===== src/rtl/nec_rx_pkg.sv =====
package nec_rx_pkg;

    typedef enum logic [2:0] {
        RX_IDLE,
        RX_HDR_GAP,
        RX_BIT_MARK,
        RX_BIT_GAP,
        RX_TAIL,
        RX_REP_TAIL
    } rx_state_e;

    // Nominal pulse lengths in base units
    localparam int U_LEAD_MARK = 16;
    localparam int U_LEAD_GAP  = 8;
    localparam int U_REP_GAP   = 4;
    localparam int U_BIT_MARK  = 1;
    localparam int U_ZERO_GAP  = 1;
    localparam int U_ONE_GAP   = 3;
    localparam int U_SATURATE  = 21;

    localparam logic [2:0] A_CTRL = 3'd0;
    localparam logic [2:0] A_SYS  = 3'd1;
    localparam logic [2:0] A_CODE = 3'd2;
    localparam logic [2:0] A_STAT = 3'd3;
    localparam logic [2:0] A_MASK = 3'd4;

    function automatic int win_lo(int units, int cpu);
        return (units * cpu * 3) / 4;
    endfunction

    function automatic int win_hi(int units, int cpu);
        return (units * cpu * 5) / 4;
    endfunction

endpackage


===== src/rtl/nec_in_sync.sv =====
module nec_in_sync #(
    parameter int STAGES     = 2,
    parameter int ACTIVE_LOW = 1
) (
    input  logic clk,
    input  logic rst_n,
    input  logic ir_raw,
    output logic mark
);
    localparam logic IDLE_LVL = (ACTIVE_LOW != 0);

    logic [STAGES-1:0] sh;

    always_ff @(posedge clk) begin
        if (!rst_n) sh <= {STAGES{IDLE_LVL}};
        else        sh <= {sh[STAGES-2:0], ir_raw};
    end

    generate
        if (ACTIVE_LOW != 0) begin : g_low
            assign mark = ~sh[STAGES-1];
        end else begin : g_high
            assign mark = sh[STAGES-1];
        end
    endgenerate
endmodule


===== src/rtl/nec_pulse_timer.sv =====
module nec_pulse_timer #(
    parameter int CNT_MAX = 420,
    parameter int W       = 9
) (
    input  logic         clk,
    input  logic         rst_n,
    input  logic         mark,
    output logic         evt,
    output logic         evt_mark,
    output logic [W-1:0] dur
);
    localparam logic [W-1:0] SAT = W'(CNT_MAX);

    logic         mark_q;
    logic [W-1:0] cnt;

    always_ff @(posedge clk) begin
        if (!rst_n) begin
            mark_q <= 1'b0;
            cnt    <= '0;
        end else begin
            mark_q <= mark;
            if (mark != mark_q)  cnt <= W'(1);
            else if (cnt != SAT) cnt <= cnt + W'(1);
        end
    end

    assign evt      = (mark != mark_q);
    assign evt_mark = mark_q;
    assign dur      = cnt;


    dur_nonzero_chk: assert property (@(posedge clk) disable iff (!rst_n)
        evt |-> (dur != '0));
endmodule


===== src/rtl/nec_frame_fsm.sv =====
module nec_frame_fsm
    import nec_rx_pkg::*;
#(
    parameter int CYC_PER_UNIT = 28125,
    parameter int W            = 20
) (
    input  logic         clk,
    input  logic         rst_n,
    input  logic         enable,
    input  logic         evt,
    input  logic         evt_mark,
    input  logic [W-1:0] dur,
    output logic         frame_done,
    output logic         rep_done,
    output logic [31:0]  frame_word
);
    localparam logic [W-1:0] LM_LO = W'(win_lo(U_LEAD_MARK, CYC_PER_UNIT));
    localparam logic [W-1:0] LM_HI = W'(win_hi(U_LEAD_MARK, CYC_PER_UNIT));
    localparam logic [W-1:0] LG_LO = W'(win_lo(U_LEAD_GAP,  CYC_PER_UNIT));
    localparam logic [W-1:0] LG_HI = W'(win_hi(U_LEAD_GAP,  CYC_PER_UNIT));
    localparam logic [W-1:0] RG_LO = W'(win_lo(U_REP_GAP,   CYC_PER_UNIT));
    localparam logic [W-1:0] RG_HI = W'(win_hi(U_REP_GAP,   CYC_PER_UNIT));
    localparam logic [W-1:0] BM_LO = W'(win_lo(U_BIT_MARK,  CYC_PER_UNIT));
    localparam logic [W-1:0] BM_HI = W'(win_hi(U_BIT_MARK,  CYC_PER_UNIT));
    localparam logic [W-1:0] ZG_LO = W'(win_lo(U_ZERO_GAP,  CYC_PER_UNIT));
    localparam logic [W-1:0] ZG_HI = W'(win_hi(U_ZERO_GAP,  CYC_PER_UNIT));
    localparam logic [W-1:0] OG_LO = W'(win_lo(U_ONE_GAP,   CYC_PER_UNIT));
    localparam logic [W-1:0] OG_HI = W'(win_hi(U_ONE_GAP,   CYC_PER_UNIT));

    rx_state_e   st, nxt;
    logic [4:0]  bit_cnt;
    logic [31:0] shreg;
    logic        is_lead, is_lgap, is_rgap, is_bmark, is_zero, is_one;

    assign is_lead  = (dur >= LM_LO) && (dur <= LM_HI);
    assign is_lgap  = (dur >= LG_LO) && (dur <= LG_HI);
    assign is_rgap  = (dur >= RG_LO) && (dur <= RG_HI);
    assign is_bmark = (dur >= BM_LO) && (dur <= BM_HI);
    assign is_zero  = (dur >= ZG_LO) && (dur <= ZG_HI);
    assign is_one   = (dur >= OG_LO) && (dur <= OG_HI);

    always_comb begin
        nxt = st;
        if (!enable) begin
            nxt = RX_IDLE;
        end else if (evt) begin
            unique case (st)
                RX_IDLE:     if (evt_mark && is_lead) nxt = RX_HDR_GAP;
                RX_HDR_GAP:  if (is_lgap)      nxt = RX_BIT_MARK;
                             else if (is_rgap) nxt = RX_REP_TAIL;
                             else              nxt = RX_IDLE;
                RX_BIT_MARK: nxt = is_bmark ? RX_BIT_GAP : RX_IDLE;
                RX_BIT_GAP:  if (is_zero || is_one)
                                 nxt = (bit_cnt == 5'd31) ? RX_TAIL : RX_BIT_MARK;
                             else
                                 nxt = RX_IDLE;
                RX_TAIL:     nxt = RX_IDLE;
                RX_REP_TAIL: nxt = RX_IDLE;
                default:     nxt = RX_IDLE;
            endcase
        end
    end

    always_ff @(posedge clk) begin
        if (!rst_n) st <= RX_IDLE;
        else        st <= nxt;
    end

    always_ff @(posedge clk) begin
        if (!rst_n) begin
            bit_cnt    <= '0;
            shreg      <= '0;
            frame_done <= 1'b0;
            rep_done   <= 1'b0;
        end else begin
            frame_done <= 1'b0;
            rep_done   <= 1'b0;
            if (enable && evt) begin
                unique case (st)
                    RX_HDR_GAP:  bit_cnt <= '0;
                    RX_BIT_GAP:  if (is_zero || is_one) begin
                                     shreg   <= {is_one, shreg[31:1]};
                                     bit_cnt <= bit_cnt + 5'd1;
                                 end
                    RX_TAIL:     frame_done <= is_bmark;
                    RX_REP_TAIL: rep_done   <= is_bmark;
                    default:     ;
                endcase
            end
        end
    end

    assign frame_word = shreg;


    off_idle_chk: assert property (@(posedge clk) disable iff (!rst_n)
        !enable |=> (st == RX_IDLE));

    done_excl_chk: assert property (@(posedge clk) disable iff (!rst_n)
        !(frame_done && rep_done));

    tail_src_chk: assert property (@(posedge clk) disable iff (!rst_n)
        frame_done |-> ($past(st) == RX_TAIL));
endmodule


===== src/rtl/nec_ir_rx.sv =====
module nec_ir_rx
    import nec_rx_pkg::*;
#(
    parameter int CYC_PER_UNIT = 28125,
    parameter int SYNC_STAGES  = 2,
    parameter int ACTIVE_LOW   = 1
) (
    input  logic        clk,
    input  logic        rst_n,
    input  logic        ir_in,
    input  logic        reg_wr,
    input  logic [2:0]  reg_addr,
    input  logic [15:0] reg_wdata,
    output logic [31:0] reg_rdata,
    output logic        irq
);
    localparam int CNT_MAX = U_SATURATE * CYC_PER_UNIT;
    localparam int W       = $clog2(CNT_MAX + 1);

    logic         mark, evt, evt_mark, frame_done, rep_done;
    logic [W-1:0] dur;
    logic [31:0]  frame_word, new_code, code_q;
    logic         en_q, chk_q, rep_q, pend_q, mask_q;
    logic [15:0]  sys_q;
    logic         cmd_ok, sys_ok, frame_acc;

    nec_in_sync #(.STAGES(SYNC_STAGES), .ACTIVE_LOW(ACTIVE_LOW)) u_sync (
        .clk(clk), .rst_n(rst_n), .ir_raw(ir_in), .mark(mark)
    );

    nec_pulse_timer #(.CNT_MAX(CNT_MAX), .W(W)) u_timer (
        .clk(clk), .rst_n(rst_n), .mark(mark),
        .evt(evt), .evt_mark(evt_mark), .dur(dur)
    );

    nec_frame_fsm #(.CYC_PER_UNIT(CYC_PER_UNIT), .W(W)) u_fsm (
        .clk(clk), .rst_n(rst_n), .enable(en_q),
        .evt(evt), .evt_mark(evt_mark), .dur(dur),
        .frame_done(frame_done), .rep_done(rep_done), .frame_word(frame_word)
    );

    // frame_word: [7:0] addr low, [15:8] addr high, [23:16] cmd, [31:24] ~cmd
    assign cmd_ok    = (frame_word[23:16] == ~frame_word[31:24]);
    assign sys_ok    = !chk_q || (frame_word[15:0] == sys_q);
    assign frame_acc = frame_done && cmd_ok && sys_ok;
    assign new_code  = {frame_word[31:24], frame_word[15:8],
                        frame_word[23:16], frame_word[7:0]};

    always_ff @(posedge clk) begin
        if (!rst_n) begin
            en_q   <= 1'b0;
            chk_q  <= 1'b0;
            rep_q  <= 1'b0;
            sys_q  <= '0;
            code_q <= '0;
            pend_q <= 1'b0;
            mask_q <= 1'b0;
        end else begin
            if (reg_wr) begin
                unique case (reg_addr)
                    A_CTRL: begin
                        en_q  <= reg_wdata[0];
                        chk_q <= reg_wdata[1];
                        rep_q <= rep_q & reg_wdata[3];
                    end
                    A_SYS:  sys_q  <= reg_wdata;
                    A_STAT: if (reg_wdata[3]) pend_q <= 1'b0;
                    A_MASK: mask_q <= reg_wdata[3];
                    default: ;
                endcase
            end
            if (rep_done) begin
                rep_q  <= 1'b1;
                pend_q <= 1'b1;
            end
            if (frame_acc) begin
                rep_q  <= 1'b0;
                pend_q <= 1'b1;
                code_q <= new_code;
            end
        end
    end

    always_comb begin
        unique case (reg_addr)
            A_CTRL:  reg_rdata = {28'd0, rep_q, 1'b0, chk_q, en_q};
            A_SYS:   reg_rdata = {16'd0, sys_q};
            A_CODE:  reg_rdata = code_q;
            A_STAT:  reg_rdata = {28'd0, pend_q, 3'd0};
            A_MASK:  reg_rdata = {28'd0, mask_q, 3'd0};
            default: reg_rdata = '0;
        endcase
    end

    assign irq = pend_q & mask_q;


    accept_chk: assert property (@(posedge clk) disable iff (!rst_n)
        frame_acc |=> (pend_q && code_q == $past(new_code)));

    code_hold_chk: assert property (@(posedge clk) disable iff (!rst_n)
        !frame_acc |=> $stable(code_q));

    sys_drop_chk: assert property (@(posedge clk) disable iff (!rst_n)
        (frame_done && chk_q && frame_word[15:0] != sys_q) |=> $stable(code_q));

    rep_set_chk: assert property (@(posedge clk) disable iff (!rst_n)
        (rep_done && !frame_acc) |=> (rep_q && pend_q));
endmodule


===== config.mk =====
export PLATFORM = sky130hd
export DESIGN_NAME = nec_ir_rx
export DESIGN_NICKNAME = d
export VERILOG_FILES = /design/src/rtl/nec_rx_pkg.sv /design/src/rtl/nec_in_sync.sv /design/src/rtl/nec_pulse_timer.sv /design/src/rtl/nec_frame_fsm.sv /design/src/rtl/nec_ir_rx.sv
export SDC_FILE = /design/constraint.sdc
export NUM_CORES = 1
export LEC_CHECK = 0
export ABC_AREA = 1
export BUFFER_PORTS_ARGS = -buffer_cell sky130_fd_sc_hd__buf_2
export CORE_MARGIN = 2
export CORE_UTILIZATION = 60
export DETAILED_ROUTE_END_ITERATION = 8
export PLACE_DENSITY = 0.8
export SKIP_CTS_REPAIR_TIMING = 1
export SYNTH_ARGS = -nofsm -noshare
export SYNTH_HDL_FRONTEND = slang
export SYNTH_SLANG_ARGS = --single-unit

===== constraint.sdc =====
create_clock -name clk -period 2.67 [get_ports clk]
set_clock_uncertainty 0.2 [all_clocks]
set_input_delay 0 -clock clk [delete_from_list [all_inputs] [get_ports clk]]
set_output_delay 0 -clock clk [all_outputs]
set_load 0.1 [all_outputs]

Yosys cells after proc, flatten, opt, wreduce, memory -nomap -nowiden
Cells that the tools add are included.
{"block": "word_totals", "input_bits": 23, "wordCells": 103, "out_inout_bits": 33, "register_bits": 118}
{"block": "op_classes", "n_eq_ne": 16, "addsub": 2, "muxes": 20, "bitwise": 5, "n_reduce_logical": 34, "order_cmp": 10}
{"cell": "$pmux W32 S5", "n": 1}
{"cell": "$add A20 B1 Y20 const B", "n": 1}
{"cell": "$ge A20 B15 Y1 const B", "n": 1}
{"cell": "$ge A20 B16 Y1 const B", "n": 1}
{"cell": "$ge A20 B17 Y1 const B", "n": 1}
{"cell": "$ge A20 B18 Y1 const B", "n": 1}
{"cell": "$ge A20 B19 Y1 const B", "n": 1}
{"cell": "$le A20 B16 Y1 const B", "n": 1}
{"cell": "$le A20 B17 Y1 const B", "n": 1}
{"cell": "$le A20 B18 Y1 const B", "n": 1}
{"cell": "$le A20 B19 Y1 const B", "n": 1}
{"cell": "$le A20 B20 Y1 const B", "n": 1}
{"cell": "$ne A20 B20 Y1 const B", "n": 1}
{"cell": "$eq A16 B16 Y1", "n": 1}
{"cell": "$mux W3", "n": 5}
{"cell": "$reduce_and A3 Y1", "n": 5}
{"cell": "$eq A3 B2 Y1 const B", "n": 4}
{"cell": "$pmux W3 S4", "n": 1}
{"cell": "$reduce_and A2 Y1", "n": 6}
{"cell": "$mux W1", "n": 10}
{"cell": "$pmux W5 S2", "n": 1}
{"cell": "$eq A3 B3 Y1 const B", "n": 3}
{"cell": "$logic_and A1 B1 Y1", "n": 9}
{"cell": "$reduce_bool A3 Y1", "n": 3}
{"cell": "other kinds (16)", "n": 26}

Longest topological paths before layout
{"block": "depth", "depth_word": 6, "depth_mapped": 16, "mapped_depth_nobuf": 15}

Modules after synthesis
Synthesis repeated with hierarchy kept, for this count alone.
{"block": "unflattened", "cells_unflattened": 1109, "hier_area_um2": 6872.8}
{"mod": "nec_ir_rx", "seq_area_each_um2": 1061.0, "area_each_um2": 3040.4, "instances": 1, "cells_per_inst": 489}
{"mod": "nec_frame_fsm", "seq_area_each_um2": 840.8, "area_each_um2": 2678.8, "instances": 1, "cells_per_inst": 446}
{"mod": "nec_pulse_timer", "seq_area_each_um2": 420.4, "area_each_um2": 1094.8, "instances": 1, "cells_per_inst": 167}
{"mod": "nec_in_sync", "seq_area_each_um2": 40.0, "area_each_um2": 58.8, "instances": 1, "cells_per_inst": 7}

Least setup slack after synthesis
Ideal clock, no wire load.
{"block": "synth_timing", "path_type": "register -> output", "from": "register sys_q[9]", "to": "output port reg_rdata[9]", "slack_ns": -0.019, "t_required_ns": 2.470, "path_stages_with_launch": 3, "n_path_buf": 0, "t_arrival_ns": 2.489, "path_cell_list": "dfxtp_1 -> inv_1 -> o21ai_0"}
{"block": "synth_between", "elab_chain_len": 1}
{"element": "start, declared", "line": "nec_ir_rx.sv:24", "source": "logic [15:0] sys_q;"}
{"element": "start signal, assigned", "line": "nec_ir_rx.sv:66", "source": "A_SYS: sys_q <= reg_wdata;"}
{"element": "$pmux W32 S5", "line": "nec_ir_rx.sv:85", "source": "unique case (reg_addr)"}
{"element": "end, declared", "line": "nec_ir_rx.sv:14", "source": "output logic [31:0] reg_rdata,"}
Every way passes these cells.

Worst setup path after layout
{"block": "layout_timing", "from": "input port reg_addr[1]", "to": "register chk_q"}
{"block": "layout_between", "elab_chain_len": 2}
{"element": "start, declared", "line": "nec_ir_rx.sv:12", "source": "input logic [2:0] reg_addr,"}
{"element": "$logic_not A3 Y1", "line": "nec_ir_rx.sv:60", "source": "unique case (reg_addr)"}
{"element": "$reduce_and A2 Y1 (no source line)"}
{"element": "end signal, assigned", "line": "nec_ir_rx.sv:63", "source": "chk_q <= reg_wdata[1];"}
{"element": "end, declared", "line": "nec_ir_rx.sv:23", "source": "logic en_q, chk_q, rep_q, pend_q, mask_q;"}
Every way passes these cells.
A chain may end at the register's enable or synchronous reset.

==> flow_metrics.env <==
export IMPL_synth_nets=964
export IMPL_use_met3=0.06631
export IMPL_clock_sinks=118
export IMPL_cts_htree_levels=4
export IMPL_viasPerCell=5.707
export IMPL_core_um2=10420
export IMPL_cts_root_buf="clkbuf_8"
export IMPL_tightest_slew_ns=0.6472
export IMPL_dieHeight_um=108.0
export IMPL_start_kind="input pin"
export IMPL_synth_edff_count=0
export IMPL_min_period_over_period=0.8969
export IMPL_portBuffers=55
export IMPL_slew_headroom=0.5685
export IMPL_finalSetupViolCount=0
export IMPL_drt_iter0_drc=663
export IMPL_timing_setup_tns_ns=0
export IMPL_final_common_cell="nand2_1"
export IMPL_crit_path_max_fanout=5
export IMPL_reg2reg_slack_ns=0.31
export IMPL_vdd_drop_max_mv=0.4301
export IMPL_final_nets=1054
export IMPL_ys_ff_latch=118
export IMPL_switching_share=0.2258
export IMPL_power_density_nw_per_um2=524.6
export IMPL_rows=37
export IMPL_endpoint_kind="register"
export IMPL_fmax_mhz=417.6
export IMPL_clockBufferDepth=2
export IMPL_route_detailed_wl_per_inst_um=16.18
export IMPL_totalWireLength_um=18970
export IMPL_die_w_um=108.0
export IMPL_required_ns=2.89
export IMPL_mostFrequentLayoutCells="173 x nand2_1, 156 x nor2_1, 117 x dfxtp_1"
export IMPL_netlist_area_leader_share=0.3643
export IMPL_synthCells=936
export IMPL_n_antenna_cell=0
export IMPL_overflow=0
export IMPL_rsz0062_at_grt="no"
export IMPL_ios=56
export IMPL_path_cells="dlygate4sd3_1, buf_2, nor2_1, nand2_1, inv_1, nand2_1, o21ai_0, dlygate4sd3_1, a21oi_1, dlygate4sd3_1"
export IMPL_critPathSlowestCell="dlygate4sd3_1"
export IMPL_cts_tree="yes"
export IMPL_power_switching_mw=0.9221
export IMPL_synthArstFlopShare=0
export IMPL_clock_latency_ns=0.53
export IMPL_seq_area_frac_synth=0.3643
export IMPL_area_growth_synth_to_final_pct=20.05
export IMPL_whs_ns=-0.009714
export IMPL_path_class="input pin to register"
export IMPL_maxCapViolations=0
export IMPL_ys_types=41
export IMPL_hold_violations=1
export IMPL_ys_warn_count=0
export IMPL_routabilityCongestion=1.008
export IMPL_status="finished with violations"
export IMPL_drive_above_1_share=0.1815
export IMPL_met2_usage=0.5072
export IMPL_antenna_found_initial=0
export IMPL_synth_main_ff_cell="dfxtp_1"
export IMPL_grt_pass1_wl_um=27880
export IMPL_vias=6689
export IMPL_report_final_slew_viol_count=0
export IMPL_grt_usage=0.3030
export IMPL_grt_pass1_vias=5888
export IMPL_drc=0
export IMPL_clkPwrFrac=0.500
export IMPL_period_needed_ns=2.395
export IMPL_initial_core_util=0.6226
export IMPL_dieArea_um2=11660
export IMPL_cpMostUsedCell="dlygate4sd3_1"
export IMPL_gr_usage_met1=0.3716
export IMPL_antenna_left=0
export IMPL_stdcell_count=1172
export IMPL_numCtsBuffers=17
export IMPL_firstDrtPassIters=7
export IMPL_combPwrFrac=0.060
export IMPL_syn_area_per_cell_um2=6.928
export IMPL_yosys_top_cells_area="dfxtp_1 36%, nand2_1 10%, nor2_1 9.0%"
export IMPL_dpl_cell_count=1102
export IMPL_netlist_area_um2=6485
export IMPL_clkTransAtPathRegs_ns=0.05
export IMPL_p_int_mw=3.162
export IMPL_hp_class="input pin to register"
export IMPL_grt_busiest_layer="met2"
export IMPL_hpwl_um=12110
export IMPL_synth_top_area_cell="dfxtp_1"
export IMPL_grt_max_degree=54
export IMPL_cp_arrival_ns=2.61
export IMPL_max_stage_delay_ns=0.58
export IMPL_leakagePower_nw=3.082
export IMPL_nFillCells=796
export IMPL_sequentialPowerShare=0.439
export IMPL_violations="negative hold slack"
-- critical path: cells and delay by family --
kind | cells | cell delay [ns]
buf+inv | 5 | 1.89
simple gates | 3 | 0.47
compound gates | 2 | 0.24
-- area by class of cell --
type	count	area, µm²	area share
repair buffers	112	830.8	0.1067
clock inverters	4	47.55	0.006107
flip-flops and latches	118	2364	0.3036
inverters	96	360.3	0.04629
well taps	136	170.2	0.02186
multi-input cells	681	3538	0.4545
clock buffers	25	474.2	0.06091
-- metrics by stage --
stage          hold slack, ns  total power [mW]  cell area [µm²]  worst slack [ns]    util
2_1_floorplan        -0.09342             1.952             6485            0.2656       -
3_3_place_gp         -0.01083             2.014             6852            0.3806  0.6578
3_5_place_dp         -0.01047             2.015             6852            0.2795  0.6578
4_1_cts               -0.5538             4.026             7373            0.2490  0.7079
5_1_grt               0.01004             4.207             7785           0.06734  0.7474
6_report            -0.009714             4.084             7785            0.2753  0.7474
-- state kept, by name (all words and copies together), names as in the netlist, 2 cells and up --
signal            count
u_fsm.st              3
u_fsm.frame_word     32
u_timer.dur          20
u_fsm.bit_cnt         5
sys_q                16
u_sync.sh             2
code_q               32
-- synthesized netlist by cell type (3+ instances only) --
cell type,n
nand3_2,29
nor2_1,156
inv_2,8
ha_1,5
buf_12,3
nand2_2,6
dfxtp_1,118
o21ai_0,68
nor3_1,20
a31oi_1,4
a21oi_2,30
nor2_2,8
inv_1,85
nand4_1,18
clkbuf_1,20
nand3_1,45
clkinv_1,3
a21oi_1,60
buf_2,16
xor2_1,9
nor4_1,5
or2_2,4
xnor2_1,13
a22o_1,10
nand2_1,173
-- kinds of logic after synthesis --
logic type,share of synthesized area
buffers and inverters,0.09165
DFF,0.3643
xor gates and xnor gates,0.02971
adders and majority gates,0.009647
AOI/OAI and AO/OA,0.1663
and+or+nand+nor,0.3384
-- layer usage --
layer  share of wire  up-vias
li1                -     3245
met1            0.41     3059
met2            0.48      302
met3           0.068       83
met4           0.045        0
met5               0        -
-- power groups by stage --
stage          logic [mW]  clock network, mW  registers, mW
2_1_floorplan       0.127                  0           1.82
3_3_place_gp        0.185                  0           1.83
3_5_place_dp        0.186                  0           1.83
4_1_cts             0.188               2.05           1.79
5_1_grt             0.267               2.14           1.79
6_report            0.247               2.04           1.79
-- final timing paths --
| kind | depth (start not counted) | end | from |
|---|---|---|---|
| setup / recovery | 10 | chk_q$_SDFFE_PN0P_ | reg_addr[1] |
| hold reg to reg | 1 | u_sync.sh[1]$_SDFF_PN1_ | u_sync.sh[0]$_SDFF_PN1_ |
| setup reg to reg | 15 | u_fsm.frame_word[22]$_SDFFE_PN0P_ | u_timer.dur[1]$_SDFFE_PP0P_ |
| hold / removal | 3 | u_sync.sh[0]$_SDFF_PN1_ | ir_in |
Power figures use the tool's default switching activity.
